**src/rtl/iab_pkg.sv**
```systemverilog
package iab_pkg;

    localparam int WORD_W = 32;

    // Machine-state bit positions (LSB = 0)
    localparam int MSR_LE   = 0;
    localparam int MSR_RI   = 1;
    localparam int MSR_DR   = 4;
    localparam int MSR_IR   = 5;
    localparam int MSR_FE1  = 8;
    localparam int MSR_BE   = 9;
    localparam int MSR_SE   = 10;
    localparam int MSR_FE0  = 11;
    localparam int MSR_FP   = 13;
    localparam int MSR_PR   = 14;
    localparam int MSR_EE   = 15;
    localparam int MSR_ILE  = 16;
    localparam int MSR_POW  = 18;

    // One breakpoint entry as written by software
    typedef struct packed {
        logic [WORD_W-3:0] addr;
        logic              en;
        logic              tq;
    } bp_entry_t;

    // Proposal produced by the arbiter for one completion slot
    typedef struct packed {
        logic              take;
        logic              stop;
        logic              ttake;
        logic              hold;
        logic [WORD_W-1:0] pc;
        logic [WORD_W-1:0] stat;
        logic [WORD_W-1:0] msr;
    } arb_res_t;

    function automatic logic [WORD_W-1:0] entry_msr(input logic [WORD_W-1:0] cur);
        logic [WORD_W-1:0] m;
        m = cur;
        m[MSR_POW] = 1'b0;
        m[MSR_EE]  = 1'b0;
        m[MSR_PR]  = 1'b0;
        m[MSR_FP]  = 1'b0;
        m[MSR_FE0] = 1'b0;
        m[MSR_SE]  = 1'b0;
        m[MSR_BE]  = 1'b0;
        m[MSR_FE1] = 1'b0;
        m[MSR_IR]  = 1'b0;
        m[MSR_DR]  = 1'b0;
        m[MSR_RI]  = 1'b0;
        m[MSR_LE]  = cur[MSR_ILE];
        return m;
    endfunction

endpackage

```
**src/rtl/iab_regs.sv**
```systemverilog
module iab_regs
    import iab_pkg::*;
#(
    parameter int NUM_BP = 2,
    parameter int IDX_W  = 1
) (
    input  logic                      clk,
    input  logic                      rst_n,
    input  logic                      wr_en,
    input  logic [IDX_W-1:0]          wr_sel,
    input  logic [WORD_W-1:0]         wr_data,
    input  logic                      sync_pulse,
    input  logic [IDX_W-1:0]          rd_sel,
    output logic [WORD_W-1:0]         rd_data,
    output bp_entry_t [NUM_BP-1:0]    act_o
);

    typedef struct packed {
        bp_entry_t [NUM_BP-1:0] prog;
        bp_entry_t [NUM_BP-1:0] act;
    } bank_t;

    bank_t bank_d, bank_q;

    always_comb begin
        bank_d = bank_q;
        // Live copy takes the programmed values when a synchronizing
        // instruction is presented; a same-cycle write waits for the next.
        if (sync_pulse) begin
            bank_d.act = bank_q.prog;
        end
        if (wr_en && (int'(wr_sel) < NUM_BP)) begin
            bank_d.prog[wr_sel] = bp_entry_t'(wr_data);
        end
    end

    always_ff @(posedge clk or negedge rst_n) begin
        if (!rst_n) begin
            bank_q <= '0;
        end else begin
            bank_q <= bank_d;
        end
    end

    always_comb begin
        rd_data = '0;
        if (int'(rd_sel) < NUM_BP) begin
            rd_data = WORD_W'(bank_q.prog[rd_sel]);
        end
    end

    assign act_o = bank_q.act;

endmodule

```
**src/rtl/iab_cmp.sv**
```systemverilog
module iab_cmp
    import iab_pkg::*;
(
    input  bp_entry_t         entry,
    input  logic              valid,
    input  logic [WORD_W-3:0] word_addr,
    input  logic              xlat,
    output logic              hit
);

    always_comb begin
        hit = valid && entry.en && (entry.tq == xlat) && (entry.addr == word_addr);
    end

endmodule

```
**src/rtl/iab_arb.sv**
```systemverilog
module iab_arb
    import iab_pkg::*;
#(
    parameter int NUM_BP = 2
) (
    input  logic [NUM_BP-1:0] hit_vec,
    input  logic              valid,
    input  logic              trace_req,
    input  logic              sstop_en,
    input  logic [WORD_W-1:0] cmpl_addr,
    input  logic [WORD_W-1:0] msr_in,
    output logic [NUM_BP-1:0] src_oh,
    output arb_res_t          res
);

    logic any_hit;
    logic trc;

    always_comb begin
        any_hit = |hit_vec;
        trc     = valid && trace_req;
        // Lowest-numbered matching entry wins
        src_oh  = hit_vec & (~hit_vec + NUM_BP'(1));

        res       = '0;
        res.take  = any_hit && !sstop_en;
        res.stop  = sstop_en && (any_hit || trc);
        res.ttake = trc && !any_hit && !sstop_en;
        res.hold  = trc && any_hit;
        res.pc    = cmpl_addr;
        res.stat  = {16'h0000, msr_in[15:0]};
        res.msr   = entry_msr(msr_in);
    end

endmodule

```
**src/rtl/iab_unit.sv**
```systemverilog
module iab_unit
    import iab_pkg::*;
#(
    parameter int          NUM_BP     = 2,
    parameter logic [31:0] VEC_OFFSET = 32'h0000_1300,
    localparam int         IDX_W      = (NUM_BP > 1) ? $clog2(NUM_BP) : 1
) (
    input  logic              clk,
    input  logic              rst_n,
    input  logic              cfg_wr_en,
    input  logic [IDX_W-1:0]  cfg_wr_sel,
    input  logic [31:0]       cfg_wr_data,
    input  logic [IDX_W-1:0]  cfg_rd_sel,
    output logic [31:0]       cfg_rd_data,
    input  logic              cmpl_valid,
    input  logic              cmpl_sync,
    input  logic [31:0]       cmpl_addr,
    input  logic [31:0]       msr_in,
    input  logic              trace_req,
    input  logic              sstop_en,
    output logic              cmpl_inhibit,
    output logic              exc_take,
    output logic [31:0]       exc_vec,
    output logic [NUM_BP-1:0] exc_src,
    output logic [31:0]       save_pc,
    output logic [31:0]       save_stat,
    output logic [31:0]       msr_new,
    output logic              stop_req,
    output logic              trace_take,
    output logic              trace_hold
);

    typedef struct packed {
        logic              take;
        logic              stop;
        logic              ttake;
        logic              hold;
        logic [NUM_BP-1:0] src;
        logic [31:0]       vec;
        logic [31:0]       pc;
        logic [31:0]       stat;
        logic [31:0]       msr;
    } out_t;

    bp_entry_t [NUM_BP-1:0] act;
    logic [NUM_BP-1:0]      hit_vec;
    logic [NUM_BP-1:0]      src_oh;
    arb_res_t               prop;
    out_t                   out_d, out_q;

    iab_regs #(.NUM_BP(NUM_BP), .IDX_W(IDX_W)) u_regs (
        .clk        (clk),
        .rst_n      (rst_n),
        .wr_en      (cfg_wr_en),
        .wr_sel     (cfg_wr_sel),
        .wr_data    (cfg_wr_data),
        .sync_pulse (cmpl_valid && cmpl_sync),
        .rd_sel     (cfg_rd_sel),
        .rd_data    (cfg_rd_data),
        .act_o      (act)
    );

    for (genvar g = 0; g < NUM_BP; g++) begin : g_cmp
        iab_cmp u_cmp (
            .entry     (act[g]),
            .valid     (cmpl_valid),
            .word_addr (cmpl_addr[31:2]),
            .xlat      (msr_in[MSR_IR]),
            .hit       (hit_vec[g])
        );
    end

    iab_arb #(.NUM_BP(NUM_BP)) u_arb (
        .hit_vec   (hit_vec),
        .valid     (cmpl_valid),
        .trace_req (trace_req),
        .sstop_en  (sstop_en),
        .cmpl_addr (cmpl_addr),
        .msr_in    (msr_in),
        .src_oh    (src_oh),
        .res       (prop)
    );

    always_comb begin
        out_d       = out_q;
        out_d.take  = prop.take;
        out_d.stop  = prop.stop;
        out_d.ttake = prop.ttake;
        out_d.hold  = prop.hold;
        out_d.src   = prop.take ? src_oh : '0;
        if (prop.take) begin
            out_d.vec  = VEC_OFFSET;
            out_d.pc   = prop.pc;
            out_d.stat = prop.stat;
            out_d.msr  = prop.msr;
        end
    end

    always_ff @(posedge clk or negedge rst_n) begin
        if (!rst_n) begin
            out_q <= '0;
        end else begin
            out_q <= out_d;
        end
    end

    assign cmpl_inhibit = |hit_vec;
    assign exc_take     = out_q.take;
    assign stop_req     = out_q.stop;
    assign trace_take   = out_q.ttake;
    assign trace_hold   = out_q.hold;
    assign exc_src      = out_q.src;
    assign exc_vec      = out_q.vec;
    assign save_pc      = out_q.pc;
    assign save_stat    = out_q.stat;
    assign msr_new      = out_q.msr;

endmodule

```
**config.mk**
```make
export PLATFORM = sky130hd
export DESIGN_NAME = iab_unit
export DESIGN_NICKNAME = d
export VERILOG_FILES = /design/src/rtl/iab_pkg.sv /design/src/rtl/iab_regs.sv /design/src/rtl/iab_cmp.sv /design/src/rtl/iab_arb.sv /design/src/rtl/iab_unit.sv
export SDC_FILE = /design/constraint.sdc
export NUM_CORES = 1
export LEC_CHECK = 0
export BUFFER_PORTS_ARGS = -buffer_cell sky130_fd_sc_hd__buf_2
export CAP_MARGIN = 0
export CORE_MARGIN = 1.5
export CORE_UTILIZATION = 35
export CTS_CLUSTER_SIZE = 10
export DETAILED_ROUTE_END_ITERATION = 8
export MAX_ROUTING_LAYER = met4
export SYNTH_ARGS = -nofsm -noshare
export SYNTH_HDL_FRONTEND = slang
export SYNTH_SLANG_ARGS = --single-unit
```
**constraint.sdc**
```tcl
create_clock -name clk -period 5.4 [get_ports clk]
set_clock_uncertainty 0.15 [all_clocks]
set_input_delay 0.54 -clock clk [delete_from_list [all_inputs] [get_ports clk]]
set_output_delay 0.54 -clock clk [all_outputs]
set_load 0.005 [all_outputs]
```
==> Yosys cells after proc, flatten, opt, wreduce, memory -nomap -nowiden <==
Index checks and enable logic that the tools add are counted.
{ "op_classes": {"addsub": 1, "order_cmp": 3, "n_eq_ne": 4, "muxes": 6, "n_bitwise": 2, "reduce_logical": 18} }
{ "op_table": {"columns": ["cell", "count"], "rows": [
  ["$mux W32", 3],
  ["$bwmux W64", 1],
  ["$eq A30 B30 Y1", 2],
  ["$demux W32 S1", 1],
  ["$logic_and A1 B1 Y1", 14],
  ["$lt A1 B2 Y1 const B", 2],
  ["$add A2 B1 Y2 const B", 1],
  ["$and A2 B2 Y2", 1],
  ["$eq A1 B1 Y1", 2],
  ["$logic_not A1 Y1", 2],
  ["$mux W2", 1],
  ["$not A2 Y2", 1],
  ["$reduce_or A2 Y1", 1],
  ["$ge A1 B1 Y1 const B", 1],
  ["$logic_or A1 B1 Y1", 1]
]} }
{ "word_totals": {"register_bits": 204, "wordCells": 55} }

==> Logic depth before layout (Yosys ltp) <==
Gate-level depths: netlist of the first run.
{ "depth": {"word_depth": 7, "depth_mapped": 7} }

==> Modules after synthesis <==
Synthesis of the first run repeated with hierarchy kept, for this count alone.
{ "unflattened": {"hier_cells": 808, "area_unflattened_um2": 11182.0} }
{ "by_module_without_submodules": {"columns": ["mod", "instances", "cells_per_inst", "area_per_inst_um2", "seq_area_each_um2"], "rows": [
  ["iab_regs", 1, 372, 5688.0, 3203.1],
  ["iab_unit", 1, 247, 4026.4, 2577.5],
  ["iab_arb", 1, 105, 774.5, 0.0],
  ["iab_cmp", 2, 42, 346.6, 0.0]
]} }

==> Worst setup path before layout of the first run <==
No wires, ideal clock.
{ "synth_path": {"kind": "input-to-reg", "startpoint": "input port cmpl_addr[19]", "endpoint": "register out_q, in the netlist msr_new[12]", "setup_time_ps": 125, "arrival_ps": 2021, "required_ps": 5125, "setup_slack_ps": 3104, "path_stages": 7, "path_buffers": 1, "cell_sequence": "xor2_1 nor4_1 nand4_1 o22a_1 nor2_8 buf_6 mux2_2"} }
{ "synth_between": {"elab_chain_cells": 4, "elab_cells_between_ends": 6} }
{ "synth_lines": {"columns": ["element", "line_no", "text"], "rows": [
  ["start: declaration", "iab_unit.sv:17", "input logic [31:0] cmpl_addr,"],
  ["$eq A30 B30 Y1", "iab_cmp.sv:12", "hit = valid && entry.en && (entry.tq == xlat) && (entry.addr == word_addr);"],
  ["$logic_and A1 B1 Y1", "iab_cmp.sv:12", null],
  ["$reduce_or A2 Y1 (*)", "iab_arb.sv:20", "any_hit = |hit_vec;"],
  ["$logic_and A1 B1 Y1 (*)", "iab_arb.sv:26", "res.take = any_hit && !sstop_en;"],
  ["end signal: assignment", "iab_unit.sv:103", "out_q <= out_d;"],
  ["end: declaration", "iab_unit.sv:49", "out_t out_d, out_q;"]
]} }
Mark *: on every way between the ends. The rest lies on a longest branch, timed or not.
A chain may end at the register's enable or synchronous reset.

==> Final worst setup path of the first run <==
{ "layout_path": {"startpoint": "register u_regs.bank_q, in the netlist u_regs.act_o[7]", "endpoint": "register out_q, in the netlist save_pc[15]"} }
{ "layout_between": {"elab_chain_cells": 4} }
{ "layout_lines": {"columns": ["element", "line_no", "text"], "rows": [
  ["start: declaration", "iab_regs.sv:23", "bank_t bank_d, bank_q;"],
  ["start signal: assignment", "iab_regs.sv:41", "bank_q <= bank_d;"],
  ["$eq A30 B30 Y1", "iab_cmp.sv:12", null],
  ["$logic_and A1 B1 Y1", "iab_cmp.sv:12", null],
  ["$reduce_or A2 Y1", "iab_arb.sv:20", null],
  ["$logic_and A1 B1 Y1", "iab_arb.sv:26", null]
]} }
No other way between the ends.

==> impl_metrics.csv, run 1 <==
group,metric,value,unit
outcome,status,"finished, final reports clean",
cts,cts_sinks,198,
detailed_routing,vias_per_cell,4.63,
floorplanning,core_area,25200,sq um
synth,ys_types,21,
synth,ys_seq_area_share,55.1,%
synth,syn_avg_cell_area,14.3,sq um
finish,final_layout_size_suffix_gt1_share,55.6,%
cts,postCtsSetupRepairBufs,0,
cts,clkTransAtPathRegs,70,ps
cts,cts_tree,"done",
cts,hold_buffers,0,
synth,postSynthCellCount,630,
worst_setup_path,critical_path_class,"reg2reg",
sta,period_minus_slack,3080,ps
sta,max_freq,325,MHz
power_and_ir_drop,total_power,3.73,mW
floorplanning,die_w,163,um
global_routing,grt_pass1_wl,32.0,mm
cts,clkLatencyLatePin,430,ps
finish,final_common_cell,"mux2_2",
finish,nFillCells,2385,
synth,synth-xor-area-share,6.04,%
floorplanning,rows,58,
synth,synthesis.area,8990,sq um
sta,setup_viol,0,
worst_setup_path,cpPeakStageDelay,860,ps
sta,slew_headroom,24.5,%
global_routing,grt_usage,16.7,%
worst_setup_path,startpoint,"u_regs.act_o[7]",
synth,ys_ff_latch,198,
worst_setup_path,path_depth,6,
worst_setup_path,crit_buf_inv,0,
sta,tightestPinTransition,1130,ps
detailed_routing,dr.pass1.iters,4,
placed_design,dpl.hpwl,15.3,mm
worst_setup_path,reg2reg_slack,2320,ps
global_routing,grt_max_degree,113,
worst_setup_path,r2r_end,"save_pc[15]",
worst_setup_path,reg2regPathDepth,6,
worst_setup_path,slowest_stage,"nor2_8",
run,cap_violations,0,
global_routing,grt_antenna_before_repair,2,
finish,multiInputGateArea,3630,sq um
finish,mostFrequentLayoutCells,"mux2_2, buf_2, dfrtp_1, xor2_1, conb_1",
detailed_routing,drt-total-wl,21.2,mm
power_and_ir_drop,p_per_area,347,nW/um^2
detailed_routing,final_antenna_net_count,0,
detailed_routing,drt_iter0_drc,244,
hold_path,holdCritPathClass,"in2async",
global_routing,overflow,0,
finish,register_area,4950,sq um
worst_setup_path,cp_top_family,"simple AND/OR/NAND/NOR gates",
synth,synthAdderAreaFrac,0,%
synth,yosys.area_share.simple,3.85,%
cts,ctsResizeCount,0,
detailed_routing,wl_per_cell,17.9,um
floorplanning,die_h,163,um
global_routing,grt_pass1_vias,5392,
worst_setup_path,arrival,3250,ps
worst_setup_path,crit_chain,"xor2_1 > nor4_1 > nand4_1 > o22a_1 > nor2_8 > mux2_2",
detailed_routing,vias,5472,
sta,rsz0062_at_grt,"no",
cts,cts_buffers,17,
cts,htreeDepth,4,
power_and_ir_drop,leakagePower,5.30,nW
sta,period_share,57.1,%
worst_setup_path,reg2reg_from,"u_regs.act_o[7]",
finish,syn_to_final_growth,19.3,%
sta,slew_viol_final,0,
detailed_routing,drc_errors,0,
synth,yosys_warnings,0,
worst_setup_path,endpoint,"save_pc[15]",
floorplanning,die_area,26700,sq um
synth,synth_mux_area_share,27.9,%
synth,synth_top_family_by_area,"multiplexers",
worst_setup_path,end_kind,"flop",
worst_setup_path,cp.required,5560,ps
sta,finalHoldViolCount,0,
finish,final_nets,941,
synth,synth_compound_area_share,0.181,%
power_and_ir_drop,ir_drop,0.262,mV
worst_setup_path,crit_fanout,64,
floorplanning,ios,272,
worst_setup_path,cp-start-kind,"flop",
floorplanning,initial_core_util,35.7,%
sta,hold-worst-slack,84.2,ps
placed_design,gp_congestion,0.750,
cts,clock_path_buffers,2,
placed_design,port_buffers,214,
cts,cts_root_buffer,"clkbuf_16",
sta,setup_tns,0,ps
[metrics by stage]
step,util (%),std cells,setup slack [ps],instance area [sq um]
6_report,42.6,1181,2320,10700
5_1_grt,42.6,1181,2080,10700
4_1_cts,42.6,1179,2260,10700
3_5_place_dp,40.2,1147,1960,10100
3_3_place_gp,40.2,1147,1990,10100
2_1_floorplan,-,685,3100,9200
[how the worst min path moves through the flow]
stage	to	slack [ps]	depth (start not counted)
finish	u_regs.bank_q[81]	80	1
global placement	msr_new[28]	310	1
floorplan	exc_src[0]	90	0
CTS	save_pc[15]	140	1
detailed placement	msr_new[23]	320	1
global route	u_regs.bank_q[111]	140	1
[sequential cells by signal (all words and copies together), names as in the netlist]
register and cells:
u_regs.act_o 64, u_regs.bank_q 64, save_pc 32, msr_new 20, save_stat 11, exc_src 2
exc_take 1, exc_vec 1, stop_req 1, trace_hold 1, trace_take 1
[cells by family after synthesis]
| group | after synthesis |
|---|---|
| AND/OR/NAND/NOR | 56 |
| AO/OA/AOI/OAI | 2 |
| other | 1 |
| multiplexers | 223 |
| buffers and inverters | 88 |
| flip-flops | 198 |
| XOR/XNOR | 62 |
[per-layer routing]
metal | track usage [%] | up-vias | part of all wire, %
li1 | - | 2525 | -
met1 | 20.3 | 2719 | 44
met2 | 28.1 | 209 | 49
met3 | 3.94 | 19 | 5.7
met4 | 3.71 | 0 | 1.2
met5 | - | - | 0
[worst register-to-register path, delay by kind of cell, from the launching register on]
family	cells	cell delay, ps
XOR/XNOR	1	190
multiplexers	1	490
AND/OR/NAND/NOR	3	1430
flip-flops	1	390
AO/OA/AOI/OAI	1	330
[report_power, final]
group	switching, mW	internal (mW)
Sequential	0.126	1.67
Combinational	0.316	0.306
Clock	0.589	0.718
Total	1.03	2.69
[Yosys cell counts (all sizes together)]
library cell,n,share of area [%]
mux2,223,28
dfrtp,198,55
buf,79,6.5
xor2,62,6.0
nor4,32,2.2
clkbuf,8,0.33
nand4,8,0.56
nand2,5,0.21
nor2,4,0.35
or2,3,0.21
nor3b,2,0.17
a21boi,1,0.084
and2,1,0.070
conb,1,0.042
inv,1,0.042
nor2b,1,0.070
o22a,1,0.097
[final cells by class]
class | instances | area share [%]
clock buffer | 20 | 4.26
inverter | 1 | 0.0350
timing repair buffer | 219 | 10.4
tap | 330 | 3.85
multi-input combinational | 399 | 33.9
sequential | 198 | 46.2
clock inverter | 12 | 1.34
antenna | 2 | 0.0467
Power figures use the tool's default switching activity.
==> inputs of run 2 (changes only) <==
ABC_AREA = 1   (was default)
clock period = 2.99 ns   (was 5.4 ns; I/O delays follow)
==> run 2 against run 1 <==
Against the previous run: global-route usage increased by 2.4 points; sequential power is 74% higher; count of clock-buffer cells in the layout up 3; critical endpoint is now cmpl_inhibit; highest routed layer unchanged.
==> impl_metrics.csv, run 2 <==
group,metric,value,unit
worst_setup_path,path_common_cell,"nand2_1",
placed_design,post-place-ws,535,ps
finish,syn_to_final_growth,25.8,%
power_and_ir_drop,ir_drop,0.308,mV
placed_design,gp_congestion,0.842,
power_and_ir_drop,p_seq_share,49.0,%
cts,cts_sinks,198,
power_and_ir_drop,p_per_area,530,nW/um^2
sta,slew_viol_final,0,
synth,syn_avg_cell_area,8.00,sq um
cts,cts_tree,"done",
power_and_ir_drop,p_clk_share,35.1,%
worst_setup_path,cp.required,2540,ps
synth,ys_seq_area_share,51.8,%
floorplanning,die_area,28400,sq um
worst_setup_path,cp-start-kind,"input pin",
cts,postCtsSetupRepairBufs,0,
floorplanning,ios,272,
synth,synthMostInstantiatedCell,"nand2_1",
synth,netlist.top_cell.by_area,"dfrtp_1",
finish,insertedDiodeCount,0,
worst_setup_path,crit_chain,"dlygate4sd3_1 > buf_2 > inv_1 > nand2_1 > nand2_1 > nand2_1 > nor2_1 > nand2_1 > nor2_1 > nand2_1 > nand2_2 > buf_6 > buf_2",
sta,setup_viol,0,
global_routing,grt_pass1_wl,40.3,mm
synth,postSynthCellCount,1197,
power_and_ir_drop,p_switching,1.84,mW
power_and_ir_drop,total_power,6.38,mW
synth,ys_ff_latch,198,
detailed_routing,vias,7925,
finish,final_area,12000,sq um
synth,synthTopCellsByArea,"dfrtp_1, nand2_1, o21ai_0",
finish,final_nets,1565,
synth,synthArstFlopShare,100,%
global_routing,overflow,0,
floorplanning,core_area,26900,sq um
worst_setup_path,crit_buf_inv,5,
worst_setup_path,cp_top_family,"buffers and inverters",
detailed_routing,wl_per_cell,14.1,um
global_routing,grt_pass1_vias,7478,
cts,clkTransAtPathRegs,70,ps
sta,period_share,93.2,%
cts,htreeDepth,4,
cts,clkLatencyLatePin,440,ps
floorplanning,die_w,168,um
power_and_ir_drop,p_int,4.54,mW
sta,period_minus_slack,2790,ps
worst_setup_path,crit_fanout,31,
sta,tightestPinTransition,753,ps
worst_setup_path,arrival,2340,ps
sta,rsz0062_at_grt,"no",
global_routing,grt_usage,19.1,%
synth,synth_top_area_share,51.8,%
synth,ys_types,22,
power_and_ir_drop,netSwitchingFraction,28.8,%
power_and_ir_drop,p_comb_share,15.9,%
floorplanning,rows,60,
synth,yosys_warnings,0,
worst_setup_path,end_kind,"output pin",
detailed_routing,drt-total-wl,25.7,mm
global_routing,grt_max_degree,86,
finish,mostFrequentLayoutCells,"nand2_1, buf_2, dfrtp_1, inv_1, o21ai_0",
run,cap_violations,0,
outcome,status,"finished, final reports clean",
detailed_routing,vias_per_cell,4.37,
finish,finalCoreUtilization,44.8,%
cts,cts_root_buffer,"clkbuf_16",
placed_design,port_buffers,214,
sta,slew_headroom,49.8,%
placed_design,dpl.hpwl,18.6,mm
finish,layout.cells.non_filler,1814,
placed_design,dp_cells,1706,
detailed_routing,dr.pass1.iters,5,
sta,setup_tns,0,ps
floorplanning,die_h,168,um
worst_setup_path,slowest_stage,"dlygate4sd3_1",
synth,synth_commonest_cells,"nand2_1, dfrtp_1, inv_1",
placed_design,dpl_cell_area,10700,sq um
detailed_routing,drt_iter0_drc,583,
synth,synth_edf_count,0,
finish,final_common_cell,"nand2_1",
sta,finalHoldViolCount,0,
finish,final_layout_size_suffix_gt1_share,21.7,%
cts,clock_path_buffers,2,
synth,synthesis.area,9570,sq um
worst_setup_path,cpPeakStageDelay,530,ps
hold_path,holdCritPathClass,"in2reg",
power_and_ir_drop,leakagePower,6.79,nW
sta,fin_ws,205,ps
sta,hold-worst-slack,17.4,ps
cts,cts_buffers,17,
global_routing,grt_antenna_before_repair,0,
worst_setup_path,critical_path_class,"in2out",
synth,synth_flop_cell,"dfrtp_1",
floorplanning,initial_core_util,35.6,%
detailed_routing,final_antenna_net_count,0,
detailed_routing,drc_errors,0,
sta,max_freq,359,MHz
[run 2: cells by family after synthesis]
| logic type | Yosys count | synth area share [%] |
|---|---|---|
| other | 1 | 0.0392 |
| XOR/XNOR | 16 | 1.46 |
| AND/OR/NAND/NOR | 544 | 23.2 |
| buffers and inverters | 277 | 14.3 |
| AO/OA/AOI/OAI | 148 | 7.74 |
| flip-flops | 198 | 51.8 |
| multiplexers | 13 | 1.53 |
[run 2: power by group through the flow]
| stage | Combinational, mW | Sequential, mW | Clock [mW] |
|---|---|---|---|
| floorplan | 0.617 | 3.11 | 0 |
| global placement | 0.929 | 3.17 | 0 |
| detailed placement | 0.945 | 3.18 | 0 |
| CTS | 1.03 | 3.13 | 2.31 |
| global route | 1.16 | 3.16 | 2.43 |
| finish | 1.01 | 3.13 | 2.24 |
[run 2: worst min-delay path, stage by stage]
cell and delay [ps]:
buf_2 90, inv_1 80, o21ai_0 80
[run 2: repair_timing]
| action | 4_1_cts | 5_1_grt |
|---|---|---|
| hold buffers | 76 | 0 |
| gates resized for setup | 0 | 1 |
| setup endpoints to repair | 0 | 1 |
| endpoints found under the hold margin | 188 | 0 |
[run 2: path summary, 6_finish.rpt]
kind,end,slack (ps),depth (start not counted),startpoint
worst max-delay path,cmpl_inhibit,200,13,cmpl_addr[14]
worst min-delay path,u_regs.bank_q[106],20,3,cfg_wr_data[10]
worst max register to register,save_stat[1],630,11,u_regs.act_o[42]
worst min register to register,save_pc[27],310,2,save_pc[27]
max in group asynchronous,trace_hold,1570,3,rst_n
min in group asynchronous,u_regs.bank_q[118],310,2,rst_n
[run 2: layout make-up]
cell class | instances | area [sq um]
flip-flops and latches | 198 | 4950
well taps | 341 | 427
multi-input cells | 777 | 3460
clock inverters | 9 | 81.3
fillers | 2708 | 14800
repair buffers | 304 | 2020
inverters | 162 | 608
clock buffers | 23 | 488
[run 2: layer usage]
metal | GRT usage (%) | wire (um) | share of wire (%) | vias up
li1 | - | - | - | 4060
met3 | 3.95 | 1330 | 5.2 | 19
met2 | 29.8 | 11800 | 46 | 238
met5 | - | 0 | 0 | -
met4 | 5.12 | 395 | 1.5 | 0
met1 | 25.3 | 12100 | 47 | 3608
